File: src/rtl/soft_tlb.sv
module soft_tlb #(
  parameter int N_ENT   = 32,
  parameter int RSV_CNT = 4,
  localparam int IW     = $clog2(N_ENT)
) (
  input  logic          clk,
  input  logic          rst_n,
  input  logic          wr_en,
  input  logic [2:0]    wr_sel,
  input  logic [31:0]   wr_data,
  input  logic [31:0]   lk_addr,
  output logic          lk_hit,
  output logic [31:0]   lk_paddr,
  output logic [3:0]    lk_grp,
  output logic          lk_guard,
  output logic [IW-1:0] ctl_idx
);
  localparam int LIM = N_ENT - RSV_CNT;

  logic          rsv;
  logic [3:0]    cur_asid;
  logic [19:0]   ep_vpn;
  logic          ep_v, at_v, at_gd;
  logic [3:0]    ep_asid, at_grp;
  logic [1:0]    at_sz;

  logic [N_ENT-1:0] vld;
  logic [19:0]   e_vpn  [N_ENT];
  logic [19:0]   e_ppn  [N_ENT];
  logic [3:0]    e_asid [N_ENT];
  logic [3:0]    e_grp  [N_ENT];
  logic          e_gd   [N_ENT];
  logic [1:0]    e_sz   [N_ENT];

  wire commit = wr_en && wr_sel == 3'd3;
  wire unused_bits = ^{wr_data[11:10], wr_data[1]};

  // internal size code: 3 = 8M, 2 = 512K, 1 = 16K, 0 = 4K
  wire [1:0] new_sz = (at_sz == 2'b11) ? 2'd3 :
                      (at_sz == 2'b01) ? 2'd2 :
                      (wr_data[3] ? 2'd1 : 2'd0);

  wire [IW-1:0] idx_nxt = (rsv && int'(ctl_idx) >= LIM - 1) ? '0 :
                          (int'(ctl_idx) == N_ENT - 1) ? '0 : ctl_idx + 1'b1;

  function automatic logic [19:0] pmask(input logic [1:0] s);
    case (s)
      2'd3:    pmask = 20'hFF800;
      2'd2:    pmask = 20'hFFF80;
      2'd1:    pmask = 20'hFFFFC;
      default: pmask = 20'hFFFFF;
    endcase
  endfunction

  always_ff @(posedge clk) begin
    if (!rst_n) begin
      ctl_idx  <= '0;
      rsv      <= 1'b0;
      cur_asid <= '0;
      ep_vpn <= '0; ep_v <= 1'b0; ep_asid <= '0;
      at_grp <= '0; at_gd <= 1'b0; at_sz <= '0; at_v <= 1'b0;
      vld <= '0;
    end else if (wr_en) begin
      case (wr_sel)
        3'd0: begin ctl_idx <= wr_data[8 +: IW]; rsv <= wr_data[31]; end
        3'd1: begin ep_vpn <= wr_data[31:12]; ep_v <= wr_data[9]; ep_asid <= wr_data[3:0]; end
        3'd2: begin at_grp <= wr_data[8:5]; at_gd <= wr_data[4]; at_sz <= wr_data[3:2]; at_v <= wr_data[0]; end
        3'd3: begin vld[ctl_idx] <= ep_v & at_v; ctl_idx <= idx_nxt; end
        3'd4: cur_asid <= wr_data[3:0];
        default: ;
      endcase
    end
  end

  always_ff @(posedge clk) begin
    if (commit) begin
      e_vpn[ctl_idx]  <= ep_vpn;
      e_ppn[ctl_idx]  <= wr_data[31:12];
      e_asid[ctl_idx] <= ep_asid;
      e_grp[ctl_idx]  <= at_grp;
      e_gd[ctl_idx]   <= at_gd;
      e_sz[ctl_idx]   <= new_sz;
    end
  end

  logic [N_ENT-1:0] match;
  for (genvar g = 0; g < N_ENT; g++) begin : g_cmp
    assign match[g] = vld[g] && e_asid[g] == cur_asid &&
                      ((e_vpn[g] ^ lk_addr[31:12]) & pmask(e_sz[g])) == 20'd0;
  end

  logic [IW-1:0] win;
  always_comb begin
    win = '0;
    for (int i = N_ENT - 1; i >= 0; i--)
      if (match[i]) win = IW'(i);
  end

  wire [19:0] wm = pmask(e_sz[win]);
  assign lk_hit   = |match;
  assign lk_paddr = lk_hit ? {(e_ppn[win] & wm) | (lk_addr[31:12] & ~wm), lk_addr[11:0]} : 32'd0;
  assign lk_grp   = lk_hit ? e_grp[win] : 4'd0;
  assign lk_guard = lk_hit & e_gd[win];


  ctl_load_chk: assert property (@(posedge clk) disable iff (!rst_n)
    (wr_en && wr_sel == 3'd0) |=> ctl_idx == $past(wr_data[8 +: IW]));

  commit_valid_chk: assert property (@(posedge clk) disable iff (!rst_n)
    commit |=> vld[$past(ctl_idx)] == $past(ep_v & at_v));

  idx_step_chk: assert property (@(posedge clk) disable iff (!rst_n)
    (commit && !rsv && int'(ctl_idx) < N_ENT - 1) |=> ctl_idx == $past(ctl_idx) + 1'b1);

  rsv_wrap_chk: assert property (@(posedge clk) disable iff (!rst_n)
    (commit && rsv && int'(ctl_idx) >= LIM - 1) |=> ctl_idx == '0);

  miss_quiet_chk: assert property (@(posedge clk) disable iff (!rst_n)
    !lk_hit |-> (lk_paddr == 32'd0 && lk_grp == 4'd0 && !lk_guard));
endmodule

File: config.mk
export PLATFORM = sky130hd
export DESIGN_NAME = soft_tlb
export DESIGN_NICKNAME = d
export VERILOG_FILES = /design/src/rtl/soft_tlb.sv
export SDC_FILE = /design/constraint.sdc
export NUM_CORES = 2
export LEC_CHECK = 0
export BUFFER_PORTS_ARGS = -buffer_cell sky130_fd_sc_hd__buf_2
export CAP_MARGIN = 10
export CORE_AREA = 3 3 432 477
export DETAILED_ROUTE_END_ITERATION = 10
export DIE_AREA = 0 0 435 480
export PLACE_DENSITY = 0.5
export SYNTH_ARGS = -nofsm -noshare
export SYNTH_HDL_FRONTEND = slang
export SYNTH_SLANG_ARGS = --single-unit
File: constraint.sdc
create_clock -name clk -period 8.4 [get_ports clk]
set_clock_uncertainty 0.05 [all_clocks]
set_input_delay 1.68 -clock clk [delete_from_list [all_inputs] [get_ports clk]]
set_output_delay 1.68 -clock clk [all_outputs]
set_load 0.01 [all_outputs]
---- Word-level counts from Yosys, hierarchy flattened ----
Memory sizes are Yosys's and may differ from the RTL's.
Cells that the tools add are included.
cells by class
  add/subtract/negate cells ............... 1
  $mul .................................... 0
  div/mod/pow operators ................... 0
  magnitude comparators ................... 3
  equal/unequal tests ..................... 138
  shift-type cells ........................ 0
  multiplexer cells ....................... 78
  bitwise logic cells ..................... 70
  reduce and logical (&&, ||, !) cells .... 108
operator list
  cell                                                                    count
  11-bit one-hot mux with 3 select lines                                  33
  20-bit AND                                                              34
  20-bit zero test                                                        32
  20-bit bitwise XOR                                                      32
  5-bit 2-to-1 mux                                                        34
  2-bit == test (second input constant)                                   67
  4-bit == test                                                           32
  2-bit by 1-bit == test with 1-bit output (second input constant)        34
  1-bit logical AND                                                       67
  32-bit bitwise mux                                                      1
  32-bit 2-to-1 mux                                                       1
  32-bit OR reduction                                                     1
  20-bit inverter                                                         1
  20-bit OR                                                               1
  2-bit AND reduction                                                     6
  5-bit one-hot mux with 2 select lines                                   1
  3-bit by 2-bit == test with 1-bit output (second input constant)        2
  5-bit by 6-bit < comparator with 1-bit output (second input constant)   1
  5-bit by 1-bit adder with 5-bit output (second input constant)          1
  1-bit demux with 5-bit select                                           1
  5-bit by 1-bit == test with 1-bit output (second input constant)        1
  5-bit by 1-bit >= comparator with 1-bit output (second input constant)  1
  5-bit >= comparator (second input constant)                             1
  1-bit 2-to-1 mux                                                        4
  7 further kinds                                                         9
word-level totals
  flip-flop bits (word level) ............. 75
  bits in latches ......................... 0
  RAM bits ................................ 1632
  memory bits (read-only) ................. 0
  logic and storage cells ................. 415
  memories ................................ 6
memories
  name    words  bits a word  rd ports  clocked after Yosys merged registers in  write ports  RTL line  text
  e_ppn   32     20           1         0                                        1            29        logic [19:0] e_ppn [N_ENT];
  e_vpn   32     20           32        0                                        1            28        logic [19:0] e_vpn [N_ENT];
  e_asid  32     4            32        0                                        1            30        logic [3:0] e_asid [N_ENT];
  e_grp   32     4            1         0                                        1            31        logic [3:0] e_grp [N_ENT];
  e_sz    32     2            33        0                                        1            33        logic [1:0] e_sz [N_ENT];
  e_gd    32     1            1         0                                        1            32        logic e_gd [N_ENT];

---- Logic depth before layout (Yosys ltp) ----
An unclocked memory read counts as a cell.
  word-level depth ........................ 45
  gate-level depth with buffers ........... 24
  depth with buffers taken out ............ 15

---- Worst setup path before layout ----
No wires, ideal clock.
  path type ............................... input to output
  from .................................... in lk_addr[29]
  to ...................................... out lk_paddr[20]
  arrival time ............................ 5.529 ns
  data required time ...................... 6.670 ns
  path slack .............................. 1.141 ns
  stages .................................. 17
  cells stage by stage .................... buf_2 buf_6 xor2_1 or4b_1 nor4_2 o21ai_1 o211a_1 or4b_4 o22ai_4 nor2_4 buf_4 a32o_1 nor4_2 nand3_2 nor3_4 nor3_1 a211oi_1
on the way
  longest elaborated chain between the ends .. 43
  elaborated cells on any way between the ends .. 172
ends and longest elaborated chain
  item                                                                              RTL line  text
  start: declaration                                                                11        input logic [31:0] lk_addr,
  20-bit bitwise XOR                                                                89        ((e_vpn[g] ^ lk_addr[31:12]) & pmask(e_sz[g])) == 20'd0;
  20-bit AND                                                                        89
  20-bit zero test                                                                  89
  1-bit logical AND                                                                 88        assign match[g] = vld[g] && e_asid[g] == cur_asid &&
  5-bit 2-to-1 mux (32 in series)                                                   96        if (match[i]) win = IW'(i);
  memory 32 x 2 bit                                                                 n/a
  2-bit by 1-bit == test with 1-bit output / 2-bit == test (equally long branches)  47        case (s)
  11-bit one-hot mux with 3 select lines                                            47
  20-bit inverter                                                                   101       assign lk_paddr = lk_hit ? {(e_ppn[win] & wm) | (lk_addr[31:12] & ~wm), lk_addr[11:0]} : 32'd0;
  20-bit AND                                                                        101
  20-bit OR                                                                         101
  32-bit 2-to-1 mux *                                                               101
  end: declaration                                                                  13        output logic [31:0] lk_paddr,
Mark *: on every way between the ends. The rest lies on a longest branch, timed or not.

---- Final worst setup path ----
  from .................................... in lk_addr[22]
  to ...................................... out lk_paddr[19]
Same word-level chain as after synthesis.

==> impl_results.md <==
* Status: finished, final reports clean
* P_leak at 26.20 nW
* Maximum vdd drop at 0.2198 mV
* PwrDens at 203.7 nW/µm²
* # IOs at 113
* DP HPWL at 145,100 µm
* RSZ-0062 raised after global routing: yes
* Placed Cells at 7,833
* Clock Sinks at 1,707
* Clock Latency Late Sink at 820 ps
* Leading area contributor after synthesis: edfxtp_1
* Switch Pwr at 3.733 mW
* Final WS setup at 139.9 ps
* Crit path required time at 6670 ps
* Yosys reg bits at about 1,700
* Sw Share at 0.2138
* Core area at 201,700 µm²
* Die Width at between 400 and 500 µm
* WS Path Type: in -> out
* Hold slack at 413.9 ps
* CTS tree: done
* Hold crit path type: reg -> reg
* Register area share after synthesis at 0.6978
* Die Y at 480 µm
* Largest net degree at the start of global routing at 56
* Root Buffer: clkbuf_16
* Final WL at 235,700 µm
* WL/cell at 28.85 µm
* Fin crit share at 0.9833
* Syn_area_per_cell at roughly 15 µm²
* Setup violations, final at 0
* Syn_nets at 4,848
* Routability cong. at 0.8853
* Fin cells at between 8,000 and 9,000
* Ys Warns at 0
* Iteration-0 DRC Markers at 3,811
* Initial antenna violation count at 18
* CP max stage delay at between 600 and 700 ps
* CTS Buffer Depth at 3
* Crit path max-delay cell type: or4_1
* Commonest cells after routing, fill and taps aside: 1,632 x edfxtp_1, 449 x buf_4, 421 x xnor2_1
* Most common cell after layout, fill and taps aside: edfxtp_1
* Sequential share of power at 0.533
* Slew @ Worst Pin at approximately 1200 ps
* Global-route wire length before repair at 330,000 µm
* Combinational share of power at 0.032
* Dpl ws at -348.2 ps
* Total track usage at 0.2210
* Crit end category: output port
* EDFF count, synth at between 1,500 and 2,000
* Design Area, Final at roughly 86,000 µm²
* Syn Std Cell Area at a little over 70,000 µm²
* Async SR Flop Fraction at 0
* Final Hold Fails at 0
* Top_reg_cell synth: edfxtp_1
* Initial core utilization at 0.3588
* Worst setup SP type: input port
* # nets final at 5,388
* Yosys top cell area share at 0.6770
* Layout cells sized above 1 at 0.1970
* IO buf count at 112
* WP data arrival at roughly 6500 ps
* Final Util at 0.4249
* Syn Inst Count at 4,773
* Max-Cap Viols at 0
* Max frequency at roughly 120 MHz
* Minimum clock period at 8260 ps
* CP Max Fanout at 14
* Num CTS Buffers at 175
* Residual DRC count at 0
* Max transition margin at 0.1737
* Grt ovf at 0
* Multi-input logic area at 20,880 µm²
* DRT Pass-1 Iters at 5
* Row count at between 150 and 200
* Vias in the first global route at 42,730
* Post-DRT Antenna Nets at 0
* Clk pin slew, worst setup/hold paths at approximately 60 ps
* Area Growth Syn to Fin at 18.41%
* Via count at 43,460
* Die area at 208,800 µm²
* Int Power at approximately 14 mW
* Clk pwr share at 0.436
* Storage cell area at 50,530 µm²
* Largest cells by area after synthesis: edfxtp_1 68%, xnor2_1 5.1%, xor2_1 4.2%
* Most used cell, CP: buf_4
* Number of fill cells at 18,360
* Placed Instance Area at around 80,000 µm²
* Synth unique cells at 93
* Vias per inst at ~5.3
* Fin. max-slew vios at 0
* H-tree lvl count at 4
## metal layers
layer | vias to the layer above | share of wire | GRT usage | wire length (µm)
met5 | - | 0.00016 | 0 | 38
met4 | 4 | 0.027 | 0.05739 | 6317
met3 | 289 | 0.051 | 0.03059 | 12000
met2 | 1283 | 0.49 | 0.3802 | 116500
met1 | 22660 | 0.43 | 0.2941 | 100900
li1 | 19220 | - | - | -
## critical path: cells and delay by family
| family | cells | cell delay (ps) |
|---|---|---|
| mux | 2 | 410 |
| xor+xnor | 1 | 180 |
| simple gates | 6 | 1160 |
| buf+inv | 10 | 1650 |
| compound gates | 6 | 1390 |
## final cells by class
class	instances	share of cell area
Clock inverter	75	0.009080
Inverter	9	0.0003941
Timing Repair Buffer	631	0.06223
Sequential cell	1707	0.5895
Multi-Input combinational cell	2789	0.2436
Clock buffer	246	0.05562
Antenna cell	1	0.00002919
Tap cell	2712	0.03959
## cells in the mapped netlist, types with 6 or more instances
master / number
nand4b_1: 6
buf_2: 89
mux2i_1: 256
o22ai_1: 13
a41oi_1: 14
nand2_1: 285
a21o_1: 17
o2111ai_1: 9
nor2_1: 88
buf_1: 15
nand3_1: 72
dfxtp_1: 75
inv_1: 9
or4_1: 28
a31oi_1: 9
o21ai_1: 8
clkbuf_1: 95
o211ai_1: 40
a21boi_0: 60
and2_1: 95
nor4_1: 101
mux2_2: 83
a21oi_1: 127
nand4_1: 105
a211o_1: 12
nand3b_1: 9
nor3_1: 28
o211a_1: 9
nor2b_1: 17
o21a_1: 15
nor4b_1: 17
xnor2_1: 422
and2_0: 33
buf_6: 28
edfxtp_1: 1632
nand2b_1: 15
o41ai_1: 7
or2_2: 8
xor2_1: 347
a211oi_1: 172
o21ai_0: 151
buf_4: 42
## power groups by stage
stage,Sequential (mW),Clock (mW),Combinational [mW]
floorplan,9.48,0,0.279
global placement,9.49,0,0.541
detailed placement,9.49,0,0.543
CTS,9.31,7.76,0.548
global route,9.30,8.09,0.584
finish,9.30,7.61,0.550
## kinds of logic after synthesis
logic type      count (synthesis)  share of synthesized area
simple gates                  946                    0.07049
flops                        1707                     0.6978
compound gates                727                    0.06816
buf+inv                       278                    0.02104
fa+ha+maj                       5                  0.0008643
xor+xnor                      769                    0.09305
mux                           341                    0.04862
## state kept, by name, summed over array words and instances (netlist names)
name	flops
at_gd	1
at_grp	4
at_sz	2
at_v	1
ctl_idx	5
cur_asid	4
e_asid	128
e_gd	32
e_grp	128
e_ppn	640
e_sz	64
e_vpn	640
ep_asid	4
ep_v	1
ep_vpn	20
rsv	1
vld	32
## through the flow
step	power, mW	TNS (ps)
after floorplan	9.761	0
after global placement	10.03	-6568
after detailed placement	10.03	-5578
after CTS	17.62	0
after global routing	17.98	-62.66
final	17.46	0
## final timing paths
kind / end / depth (start not counted) / slack (ps) / startpoint
max: lk_paddr[19] / 25 / 140 / lk_addr[22]
min: ep_v / 2 / 410 / ep_v
max reg2reg: e_vpn[15][8] / 3 / 4630 / ctl_idx[2]
min reg2reg: ep_v / 2 / 410 / ep_v
## timing repair
action / in CTS / in global routing
hold buffers: 0 / 0
setup endpoints to repair: 25 / 23
pin swaps: 2 / 14
gates resized for setup: 18 / 57
buffers inserted: 3 / 7
cloned: 0 / 4
No activity file was read; power rests on OpenSTA's default activity.
